<file path="config.mk">
export PLATFORM = sky130hd
export DESIGN_NAME = ivl_timer
export DESIGN_NICKNAME = d
export VERILOG_FILES = /design/src/rtl/ivl_timer_pkg.sv /design/src/rtl/ivl_timer_ctrl.sv /design/src/rtl/ivl_timer_dp.sv /design/src/rtl/ivl_timer.sv
export SDC_FILE = /design/constraint.sdc
export NUM_CORES = 1
export LEC_CHECK = 0
export ABC_CLOCK_PERIOD_IN_PS = 2800
export BUFFER_PORTS_ARGS = -buffer_cell sky130_fd_sc_hd__buf_2
export CORE_AREA = 2 2 115 84
export CTS_BUF_LIST = sky130_fd_sc_hd__clkbuf_8
export CTS_CLUSTER_SIZE = 8
export DETAILED_ROUTE_END_ITERATION = 8
export DIE_AREA = 0 0 117 86
export GPL_ROUTABILITY_DRIVEN = 0
export GPL_TIMING_DRIVEN = 0
export PLACE_DENSITY = 0.8
export SLEW_MARGIN = 20
export SYNTH_ARGS = -nofsm -noshare
export SYNTH_HDL_FRONTEND = slang
export SYNTH_SLANG_ARGS = --single-unit
</file>
<file path="constraint.sdc">
create_clock -name clk -period 2.8 [get_ports clk]
set_clock_uncertainty 0.05 [all_clocks]
set_input_delay 0.14 -clock clk [delete_from_list [all_inputs] [get_ports clk]]
set_output_delay 0.14 -clock clk [all_outputs]
set_load 0.02 [all_outputs]
</file>
<file path="src/rtl/ivl_timer_pkg.sv">
package ivl_timer_pkg;

  // number of prescaled rates a channel may select from
  localparam int RATE_CNT = 4;
  localparam int SEL_W    = $clog2(RATE_CNT);

  // control word field positions
  localparam int FLAG_BIT = 7;
  localparam int IE_BIT   = 6;

  // strobes handed from the control to the datapath, one set per channel
  typedef struct packed {
    logic tick;     // gated count enable for this edge
    logic cntWr;    // software write of the counter
    logic cmpWr;    // software write of the compare constant
    logic flagClr;  // qualified clear of the match flag
  } chStrobe_t;

endpackage

</file>
<file path="src/rtl/ivl_timer_ctrl.sv">
module ivl_timer_ctrl
  import ivl_timer_pkg::*;
#(
  parameter int NUM_CH       = 2,
  parameter int CNT_W        = 16,
  parameter int DIV_BASE_LOG = 3,
  parameter int DIV_STEP_LOG = 2,
  localparam int ADDR_W      = $clog2(3 * NUM_CH + 1),
  localparam int PRE_W       = DIV_BASE_LOG + (RATE_CNT - 1) * DIV_STEP_LOG
) (
  input  logic                             clk,
  input  logic                             rstN,
  input  logic                             standby,
  input  logic [ADDR_W-1:0]                regAddr,
  input  logic                             regWr,
  input  logic                             regRd,
  input  logic [CNT_W-1:0]                 regWdata,
  input  logic [NUM_CH-1:0]                flagQ,
  input  logic [NUM_CH-1:0][CNT_W-1:0]     countQ,
  input  logic [NUM_CH-1:0][CNT_W-1:0]     cmpQ,
  output logic [CNT_W-1:0]                 regRdata,
  output chStrobe_t [NUM_CH-1:0]           strb,
  output logic [NUM_CH-1:0]                ieQ,
  output logic [RATE_CNT-1:0]              rateTick
);

  logic [PRE_W-1:0]             preCnt;
  logic [NUM_CH-1:0]            startQ;
  logic [NUM_CH-1:0][SEL_W-1:0] selQ;

  // shared free-running prescaler, held at zero in standby
  always_ff @(posedge clk or negedge rstN) begin
    if (!rstN)        preCnt <= '0;
    else if (standby) preCnt <= '0;
    else              preCnt <= preCnt + 1'b1;
  end

  // one pulse per rate on the last cycle of each group
  for (genvar k = 0; k < RATE_CNT; k++) begin : g_rate
    localparam int LOGD = DIV_BASE_LOG + k * DIV_STEP_LOG;
    assign rateTick[k] = &preCnt[LOGD-1:0];
  end

  // shared start register at address 0
  always_ff @(posedge clk or negedge rstN) begin
    if (!rstN)                         startQ <= '0;
    else if (regWr && regAddr == '0)   startQ <= regWdata[NUM_CH-1:0];
  end

  for (genvar c = 0; c < NUM_CH; c++) begin : g_ch
    localparam logic [ADDR_W-1:0] A_CSR = ADDR_W'(1 + 3 * c);
    localparam logic [ADDR_W-1:0] A_CNT = ADDR_W'(2 + 3 * c);
    localparam logic [ADDR_W-1:0] A_CMP = ADDR_W'(3 + 3 * c);

    logic [SEL_W-1:0] selR;
    logic             ieR;
    logic             armR;
    logic             csrHit;
    logic             clrNow;

    assign csrHit = (regAddr == A_CSR);
    assign clrNow = regWr && csrHit && !regWdata[FLAG_BIT] && armR;

    always_ff @(posedge clk or negedge rstN) begin
      if (!rstN) begin
        selR <= '0;
        ieR  <= 1'b0;
      end else if (regWr && csrHit) begin
        selR <= regWdata[SEL_W-1:0];
        ieR  <= regWdata[IE_BIT];
      end
    end

    // read-then-write protocol for clearing the flag
    always_ff @(posedge clk or negedge rstN) begin
      if (!rstN)                              armR <= 1'b0;
      else if (clrNow)                        armR <= 1'b0;
      else if (regRd && csrHit && flagQ[c])   armR <= 1'b1;
    end

    assign selQ[c] = selR;
    assign ieQ[c]  = ieR;
    assign strb[c] = '{tick:    startQ[c] && rateTick[selR],
                       cntWr:   regWr && (regAddr == A_CNT),
                       cmpWr:   regWr && (regAddr == A_CMP),
                       flagClr: clrNow};
  end

  // combinational read multiplexer
  always_comb begin
    regRdata = '0;
    if (regAddr == '0) regRdata[NUM_CH-1:0] = startQ;
    for (int c = 0; c < NUM_CH; c++) begin
      if (regAddr == ADDR_W'(1 + 3 * c)) begin
        regRdata[FLAG_BIT]  = flagQ[c];
        regRdata[IE_BIT]    = ieQ[c];
        regRdata[SEL_W-1:0] = selQ[c];
      end
      if (regAddr == ADDR_W'(2 + 3 * c)) regRdata = countQ[c];
      if (regAddr == ADDR_W'(3 + 3 * c)) regRdata = cmpQ[c];
    end
  end

endmodule

</file>
<file path="src/rtl/ivl_timer_dp.sv">
module ivl_timer_dp
  import ivl_timer_pkg::*;
#(
  parameter int NUM_CH = 2,
  parameter int CNT_W  = 16
) (
  input  logic                         clk,
  input  logic                         rstN,
  input  logic                         standby,
  input  chStrobe_t [NUM_CH-1:0]       strb,
  input  logic [CNT_W-1:0]             regWdata,
  output logic [NUM_CH-1:0][CNT_W-1:0] countQ,
  output logic [NUM_CH-1:0][CNT_W-1:0] cmpQ,
  output logic [NUM_CH-1:0]            flagQ
);

  for (genvar c = 0; c < NUM_CH; c++) begin : g_ch
    logic [CNT_W-1:0] cntR;
    logic [CNT_W-1:0] cmpR;
    logic             flagR;
    logic             hit;

    // a match is only taken on a count tick
    assign hit = strb[c].tick && (cntR == cmpR);

    always_ff @(posedge clk or negedge rstN) begin
      if (!rstN)               cntR <= '0;
      else if (standby)        cntR <= '0;
      else if (strb[c].cntWr)  cntR <= regWdata;
      else if (hit)            cntR <= '0;
      else if (strb[c].tick)   cntR <= cntR + 1'b1;
    end

    always_ff @(posedge clk or negedge rstN) begin
      if (!rstN)               cmpR <= '1;
      else if (strb[c].cmpWr)  cmpR <= regWdata;
    end

    // set beats clear
    always_ff @(posedge clk or negedge rstN) begin
      if (!rstN)                 flagR <= 1'b0;
      else if (hit)              flagR <= 1'b1;
      else if (strb[c].flagClr)  flagR <= 1'b0;
    end

    assign countQ[c] = cntR;
    assign cmpQ[c]   = cmpR;
    assign flagQ[c]  = flagR;
  end

endmodule

</file>
<file path="src/rtl/ivl_timer.sv">
module ivl_timer
  import ivl_timer_pkg::*;
#(
  parameter int NUM_CH       = 2,
  parameter int CNT_W        = 16,
  parameter int DIV_BASE_LOG = 3,
  parameter int DIV_STEP_LOG = 2,
  localparam int ADDR_W      = $clog2(3 * NUM_CH + 1)
) (
  input  logic              clk,
  input  logic              rstN,
  input  logic              standby,
  input  logic [ADDR_W-1:0] regAddr,
  input  logic              regWr,
  input  logic              regRd,
  input  logic [CNT_W-1:0]  regWdata,
  output logic [CNT_W-1:0]  regRdata,
  output logic [NUM_CH-1:0] irq
);

  chStrobe_t [NUM_CH-1:0]       strb;
  logic [NUM_CH-1:0][CNT_W-1:0] countQ;
  logic [NUM_CH-1:0][CNT_W-1:0] cmpQ;
  logic [NUM_CH-1:0]            flagQ;
  logic [NUM_CH-1:0]            ieQ;
  logic [RATE_CNT-1:0]          rateTick;

  ivl_timer_ctrl #(
    .NUM_CH(NUM_CH), .CNT_W(CNT_W),
    .DIV_BASE_LOG(DIV_BASE_LOG), .DIV_STEP_LOG(DIV_STEP_LOG)
  ) u_ctrl (
    .clk(clk), .rstN(rstN), .standby(standby),
    .regAddr(regAddr), .regWr(regWr), .regRd(regRd), .regWdata(regWdata),
    .flagQ(flagQ), .countQ(countQ), .cmpQ(cmpQ),
    .regRdata(regRdata), .strb(strb), .ieQ(ieQ), .rateTick(rateTick)
  );

  ivl_timer_dp #(.NUM_CH(NUM_CH), .CNT_W(CNT_W)) u_dp (
    .clk(clk), .rstN(rstN), .standby(standby),
    .strb(strb), .regWdata(regWdata),
    .countQ(countQ), .cmpQ(cmpQ), .flagQ(flagQ)
  );

  assign irq = flagQ & ieQ;

endmodule

</file>
==> run metrics, run 1 <==
hold_ws=around 0.017 ns; endpoints failing setup=0; Die Y=86 um; register-to-register setup slack=between 0.1 and 0.15 ns; sw frac=0.339; CTS clk-pin slew, worst paths=0.09 ns; leakage=around 2.6 nW; Synth top area share=0.246; Worst slew margin=0.570; fraction of layout cells with a size suffix above 1=0.247; initial antenna violation count=0; n_diodes=0; number of synthesized flops with an enable pin=0; core region area=just under 9000 um^2; sequential fraction of design power=0.493; Routed Antenna Nets=0; post-route minimum period=2.67 ns; first-pass GRT wire length=24.6 mm; num ports=42; fin. max-slew vios=0; Async SR Flop Fraction=1.00; clk_lat worst skew=0.37 ns; GRT Util Overall=0.325; Yosys top cell by area=dfrtp_1; CP Class=reg -> reg; max cap viols=0; Critical-path top delay cell=dfrtp_1; total net switching power=roughly 0.0012 W; final hold vios=0; DR vias/cell=between 6 and 7; Avg Cell Area, Syn=9.22 um^2; Clock Power Share=0.248; fin area=6020 um^2; via count=4964; root buf cell=clkbuf_8; CTS Buf Count=9; min-delay src=regRd; clock tree buffer depth=2; Max VDD drop=between 0.4 and 0.5 mV; total clock sinks=85; register bit total from synthesis=85; total congestion overflow=0; Post-Syn Area=5400 um^2; synth warn=0; Final #Nets=670; Initial Util=0.608; hold path cells=3; Synth area leaders=dfrtp_1 25%, dfstp_2 16%, mux2_2 8.3%; r2r endpoint=u_dp.g_ch[1].cntR[5]; Final Cycle Share=0.955; r2r worst-path depth=10; most common cell in the netlist=nand2_1; final non-filler cell total=769; worst-path maximum fanout=10; routed wire length=15.7 mm; Final HPWL DP=11.8 mm; CP cell instances=ha_1, nand3_2, inv_1, ha_1, mux2_2, o21ai_1, o21a_1, buf_2, a31oi_1, o221ai_1; Post-Place Cells=749; CTS H-tree lvls=3; Residual DRC=0; WHS Endpoint=u_ctrl.g_ch[1].armR; Worst Setup Start Kind=register; Hold Path Class=in -> reg; IO Port Bufs=38; worst reg2reg startpoint=u_ctrl.preCnt[0]; syn_nets=616; Post-synth top cells=66 x nand2_1, 53 x dfrtp_1, 43 x o21ai_0, 40 x mux2_2, 33 x xor2_1; RSZ-0062 raised after global routing=false; Required @ worst endpoint=3.02 ns; DIE AREA=between 10000 and 15000 um^2; pre-CTS setup slack=0.226 ns; Arrival @ worst endpoint=2.90 ns; vias in the first global route=4690; most used cell, CP=ha_1; 1st-iter DRT viols=600; drt pass-1 iters=6; internal power=0.00230 W; placed cell area=5780 um^2; CTS tree=done; Max Fclk=374 MHz; largest net degree at the start of global routing=58; Avg WL per Cell=20.4 um; part of the power in combinational logic=0.259; status=completed; top_reg_cell synth=dfrtp_1; Slew @ Worst Pin=0.639 ns; sequential fraction of the synthesis area=0.401; Mapped Cells=between 500 and 600; Power Density=between 500 and 600 nW/um^2; Horiz. Die Dim=117 um; Worst Slack Setup Final=0.125 ns; Crit path largest cell delay=0.41 ns; Final TNS setup=0 ns; CP Capture Type=register; Cell Rows=29; area grow syn2layout=11.4%; Unique masters post-synth=58
metal layers:
metal,vias to the layer above,track usage,wire [um]
met3,27,0.116,1830
met5,-,0,0
met2,285,0.467,6790
met4,0,0.0920,301
li1,2247,-,-
met1,2405,0.464,6740
flip-flops by register name (all words and copies together), names as in the netlist:
| name | flops |
|---|---|
| u_dp.g_ch.cmpR | 32 |
| u_dp.g_ch.cntR | 32 |
| u_ctrl.preCnt | 9 |
| u_ctrl.g_ch.selR | 4 |
| u_ctrl.g_ch.armR | 2 |
| u_ctrl.g_ch.ieR | 2 |
| u_ctrl.startQ | 2 |
| u_dp.g_ch.flagR | 2 |
what timing repair did:
action                     4_1_cts  5_1_grt
setup endpoints to repair        0        5
hold buffers                     4        0
hold endpoints to repair        31        0
gates resized for setup          0        1
buffers inserted                 0        0
final cells by class:
| type | instances | area (um^2) |
|---|---|---|
| well taps | 124 | 155 |
| flip-flops and latches | 85 | 2170 |
| inverters | 29 | 109 |
| fillers | 724 | 2870 |
| plain buffers | 41 | 180 |
| clock inverters | 3 | 17.5 |
| repair buffers | 43 | 260 |
| clock buffers | 13 | 179 |
| multi-input cells | 431 | 2950 |
cells by family (layout without fill, tap and decap cells):
group                      count (synthesis)  after routing  synth area share
muxes                                     57             57             0.117
buffers and inverters                     70            129            0.0535
and+or+nand+nor                          202            202             0.194
adders and majority gates                  6              6            0.0139
AOI/OAI and AO/OA                        131            131             0.163
DFF                                       85             85             0.401
xor gates and xnor gates                  35             35            0.0568
through the flow:
stage,power [W],utilization
2_1_floorplan,0.00228,-
3_3_place_gp,0.00254,0.646
3_5_place_dp,0.00259,0.650
4_1_cts,0.00346,0.676
5_1_grt,0.00365,0.677
6_report,0.00347,0.677
power groups by stage:
| stage | combinational [W] | sequential (W) | clock [W] |
|---|---|---|---|
| floorplan | 0.000623 | 0.00165 | 0 |
| global placement | 0.000836 | 0.00171 | 0 |
| detailed placement | 0.000868 | 0.00172 | 0 |
| CTS | 0.000880 | 0.00170 | 0.000878 |
| global route | 0.000967 | 0.00173 | 0.000951 |
| finish | 0.000900 | 0.00171 | 0.000863 |
cell usage in the layout, fill, tap and decap left out, types with 5 or more instances in the layout:
cell,instances
nand2_1,66
and2_1,5
a22o_1,6
inv_1,29
nand4_1,19
o221ai_1,15
mux2i_1,16
a31oi_1,15
ha_1,6
nor2_1,23
mux2_2,40
xor2_1,33
clkbuf_8,13
nor2b_1,9
buf_2,57
nand3_1,26
a21oi_1,17
nor4_1,12
dfstp_2,32
o21ai_0,43
dfrtp_1,53
nand2b_1,8
and3_1,9
clkbuf_1,18
a22oi_1,7
critical path, delay by kind of cell (launching register included):
kind | cells | cell delay, ns
compound gates | 4 | 0.91
fa+ha+maj | 2 | 0.43
buf+inv | 2 | 0.34
flops | 1 | 0.41
mux | 1 | 0.27
simple gates | 1 | 0.15
worst max-delay path by stage:
| stage | depth (start not counted) | endpoint | start | slack [ns] |
|---|---|---|---|---|
| 2_1_floorplan | 10 | u_dp.g_ch[0].cntR[13] | u_ctrl.preCnt[0] | 0.61 |
| 3_3_place_gp | 10 | u_dp.g_ch[1].cntR[5] | u_ctrl.preCnt[0] | 0.27 |
| 3_5_place_dp | 10 | u_dp.g_ch[0].cntR[3] | u_ctrl.preCnt[0] | 0.23 |
| 4_1_cts | 10 | u_dp.g_ch[1].cntR[5] | u_ctrl.preCnt[0] | 0.21 |
| 5_1_grt | 10 | u_dp.g_ch[1].cntR[5] | u_ctrl.preCnt[0] | 0.03 |
| 6_report | 10 | u_dp.g_ch[1].cntR[5] | u_ctrl.preCnt[0] | 0.13 |
(Power assumes the default switching activity.)
==> run 2: changes to the inputs <==
--- a/config.mk
+++ b/config.mk
@@ -5,16 +5,17 @@
 export SDC_FILE = /design/constraint.sdc
 export NUM_CORES = 1
 export LEC_CHECK = 0
+export ABC_AREA = 1
 export ABC_CLOCK_PERIOD_IN_PS = 2800
 export BUFFER_PORTS_ARGS = -buffer_cell sky130_fd_sc_hd__buf_2
-export CORE_AREA = 2 2 115 84
+export CORE_AREA = 2 2 117 85
 export CTS_BUF_LIST = sky130_fd_sc_hd__clkbuf_8
 export CTS_CLUSTER_SIZE = 8
 export DETAILED_ROUTE_END_ITERATION = 8
-export DIE_AREA = 0 0 117 86
+export DIE_AREA = 0 0 119 87
 export GPL_ROUTABILITY_DRIVEN = 0
 export GPL_TIMING_DRIVEN = 0
-export PLACE_DENSITY = 0.8
+export PLACE_DENSITY = 0.81
 export SLEW_MARGIN = 20
 export SYNTH_ARGS = -nofsm -noshare
 export SYNTH_HDL_FRONTEND = slang
==> run metrics, run 2 <==
fraction of layout cells with a size suffix above 1=0.145 (was 0.247); CTS H-tree lvls=3 (unchanged); registers with the most flip-flops=u_dp.g_ch.cmpR (32), u_dp.g_ch.cntR (32), u_ctrl.preCnt (9) (unchanged); placed cell area=6010 um^2 (was 5780 um^2); initial antenna violation count=0 (unchanged); num ports=42 (unchanged); Unique masters post-synth=33 (was 58); final hold vios=0 (unchanged); Async SR Flop Fraction=1.00 (unchanged); Clock Power Share=0.269 (was 0.248); Yosys top cell by area=dfrtp_1 (unchanged); drt pass-1 iters=8 (was 6); 1st-iter DRT viols=650 (was 600); internal power=0.00210 W (was 0.00230 W); sequential fraction of the synthesis area=0.385 (was 0.401); Hold Path Class=in -> reg (unchanged); core region area=9350 um^2 (was 8890 um^2); most common cell after layout, fill and taps aside=nand2_1 (unchanged); total net switching power=0.00106 W (was 0.00118 W); Worst Setup Start Kind=register (unchanged); sequential fraction of design power=0.508 (was 0.493); Max Fclk=389 MHz (was 374 MHz); Final HPWL DP=12.0 mm (was 11.8 mm); clock tree buffer depth=2 (unchanged); Power Density=509 nW/um^2 (was 577 nW/um^2); number of synthesized flops with an enable pin=0 (unchanged); Routed Antenna Nets=0 (unchanged); worst-path maximum fanout=10 (unchanged); Initial Util=0.602 (was 0.608); via count=5539 (was 4964); status=completed (unchanged); endpoints failing setup=0 (unchanged); Post-Syn Area=5630 um^2 (was 5400 um^2); Cell Rows=30 (was 29); root buf cell=clkbuf_8 (unchanged); Avg Cell Area, Syn=6.91 um^2 (was 9.22 um^2); Synth area leaders=dfrtp_1 24%, nand2_1 21%, dfstp_2 15% (was dfrtp_1 25%, dfstp_2 16%, mux2_2 8.3%); part of the power in combinational logic=0.224 (was 0.259); CP Capture Type=register (unchanged); largest net degree at the start of global routing=48 (was 58); routed wire length=15.7 mm (about the same); Post-CTS Setup Inserts=0 (unchanged); Die Y=87 um (was 86 um); syn_nets=845 (was 616); GRT Util Overall=0.320 (was 0.325); Avg WL per Cell=15.7 um (was 20.4 um); DR vias/cell=5.53 (was 6.46); vias in the first global route=5329 (was 4690); Post-synth top cells=318 x nand2_1, 96 x inv_1, 58 x nor2_1, 53 x dfrtp_1, 47 x o21ai_0 (was 66 x nand2_1, 53 x dfrtp_1, 43 x o21ai_0, 40 x mux2_2, 33 x xor2_1); most frequent cells in the layout=318 x nand2_1, 99 x inv_1, 58 x nor2_1, 53 x dfrtp_1, 50 x buf_2 (was 66 x nand2_1, 57 x buf_2, 53 x dfrtp_1, 43 x o21ai_0, 40 x mux2_2); Slew @ Worst Pin=0.628 ns (was 0.639 ns); synth warn=0 (unchanged); Max VDD drop=0.303 mV (was 0.401 mV); CTS Buf Count=9 (unchanged); Required @ worst endpoint=3.05 ns (was 3.02 ns); Synth top area share=0.236 (was 0.246); CP Class=reg -> reg (unchanged); max cap viols=0 (unchanged); Final Cycle Share=0.918 (was 0.955); Final #Nets=899 (was 670); total congestion overflow=0 (unchanged); IO Port Bufs=40 (was 38); CTS clk-pin slew, worst paths=0.08 ns (was 0.09 ns); Arrival @ worst endpoint=2.82 ns (was 2.90 ns); Worst slew margin=0.581 (was 0.570); top_reg_cell synth=dfrtp_1 (unchanged); RSZ-0062 raised after global routing=false (unchanged); leakage=3.36 nW (was 2.57 nW); DIE AREA=10400 um^2 (was 10100 um^2); clk_lat worst skew=0.37 ns (about the same); fin area=6220 um^2 (was 6020 um^2); post-route minimum period=2.57 ns (was 2.67 ns); fin. max-slew vios=0 (unchanged); total clock sinks=85 (unchanged); Residual DRC=0 (unchanged); sw frac=0.337 (was 0.339); Final TNS setup=0 ns (unchanged); first-pass GRT wire length=25.8 mm (was 24.6 mm); CTS tree=done (unchanged); Mapped Cells=815 (was 586); Horiz. Die Dim=119 um (was 117 um); register bit total from synthesis=85 (unchanged); n_diodes=0 (unchanged); area grow syn2layout=10.4% (was 11.4%); most common cell in the netlist=nand2_1 (unchanged)
[run 2: cell types whose count changed after synthesis, moves of 15 or more]
cell	delta
a31oi_1	-15
inv_1	+67
mux2_2	-40
mux2i_1	-16
nand2_1	+252
nand4_1	-19
nor2_1	+35
[run 2: per-stage QoR]
stage          utilization  std cells  power (W)  hold slack, ns  setup slack (ns)
4_1_cts              0.665       1002    0.00315          0.0304             0.265
5_1_grt              0.665       1002    0.00333          0.0395            0.0779
3_5_place_dp         0.643        984    0.00231           0.150             0.316
6_report             0.665       1002    0.00316          0.0400             0.230
2_1_floorplan            -        815    0.00207          -0.206             0.690
3_3_place_gp         0.641        983    0.00226           0.372             0.393
[run 2: area by class of cell]
| cell class | instances | area (um^2) |
|---|---|---|
| fill | 841 | 3130 |
| multi-input combinational | 596 | 2900 |
| sequential | 85 | 2170 |
| inverter | 103 | 387 |
| timing repair buffer | 43 | 243 |
| buffer | 31 | 173 |
| tap | 128 | 160 |
| clock buffer | 9 | 124 |
| clock inverter | 7 | 60.1 |
[run 2: worst paths after layout]
| path | startpoint | to | slack (ns) | cells past startpoint |
|---|---|---|---|---|
| max | u_ctrl.preCnt[0] | u_dp.g_ch[0].cntR[11] | 0.23 | 12 |
| min | regWdata[0] | u_dp.g_ch[1].cntR[0] | 0.04 | 5 |
| max reg2reg | u_ctrl.preCnt[0] | u_dp.g_ch[0].cntR[11] | 0.23 | 12 |
| min reg2reg | u_ctrl.preCnt[0] | u_ctrl.preCnt[0] | 0.41 | 1 |
| max in group asynchronous | rstN | u_dp.g_ch[0].cmpR[12] | 1.72 | 3 |
| min in group asynchronous | rstN | u_ctrl.g_ch[0].armR | 0.29 | 2 |
[run 2: power groups by stage]
stage                     Combinational [W]  Clock [W]  Sequential [W]
after detailed placement           0.000694          0         0.00162
after CTS                          0.000699   0.000860         0.00160
after floorplan                    0.000498          0         0.00157
after global routing               0.000797   0.000907         0.00162
final                              0.000707   0.000849         0.00161
after global placement             0.000656          0         0.00160
[run 2: cell families after synthesis]
logic type | share of synthesized area
adders and majority gates | 0.0133
buffers and inverters | 0.0994
AOI/OAI and AO/OA | 0.117
xor gates and xnor gates | 0.0622
and+or+nand+nor | 0.323
DFF | 0.385
[run 2: what timing repair did]
action                                 in CTS  in global routing
endpoints found under the hold margin      47                  0
hold buffers                                2                  0
gates resized for setup                     0                  0
[run 2: routing by layer]
| layer | vias up | share of wire | GRT usage |
|---|---|---|---|
| met1 | 2615 | 0.45 | 0.439 |
| met2 | 233 | 0.45 | 0.514 |
| met3 | 32 | 0.081 | 0.0602 |
| met4 | 0 | 0.020 | 0.115 |
| li1 | 2659 | - | - |
| met5 | - | 0 | 0 |
[run 2: worst max-delay path, stage by stage (launching register included)]
cell and delay, ns:
dfrtp_1 0.40, ha_1 0.22, nand3_1 0.14, clkinv_1 0.16
ha_1 0.26, nand2_1 0.08, nand2_1 0.05, o21ai_0 0.33
a21oi_4 0.11, nor3_4 0.27, buf_2 0.29, nand2_1 0.07
nand2_1 0.08
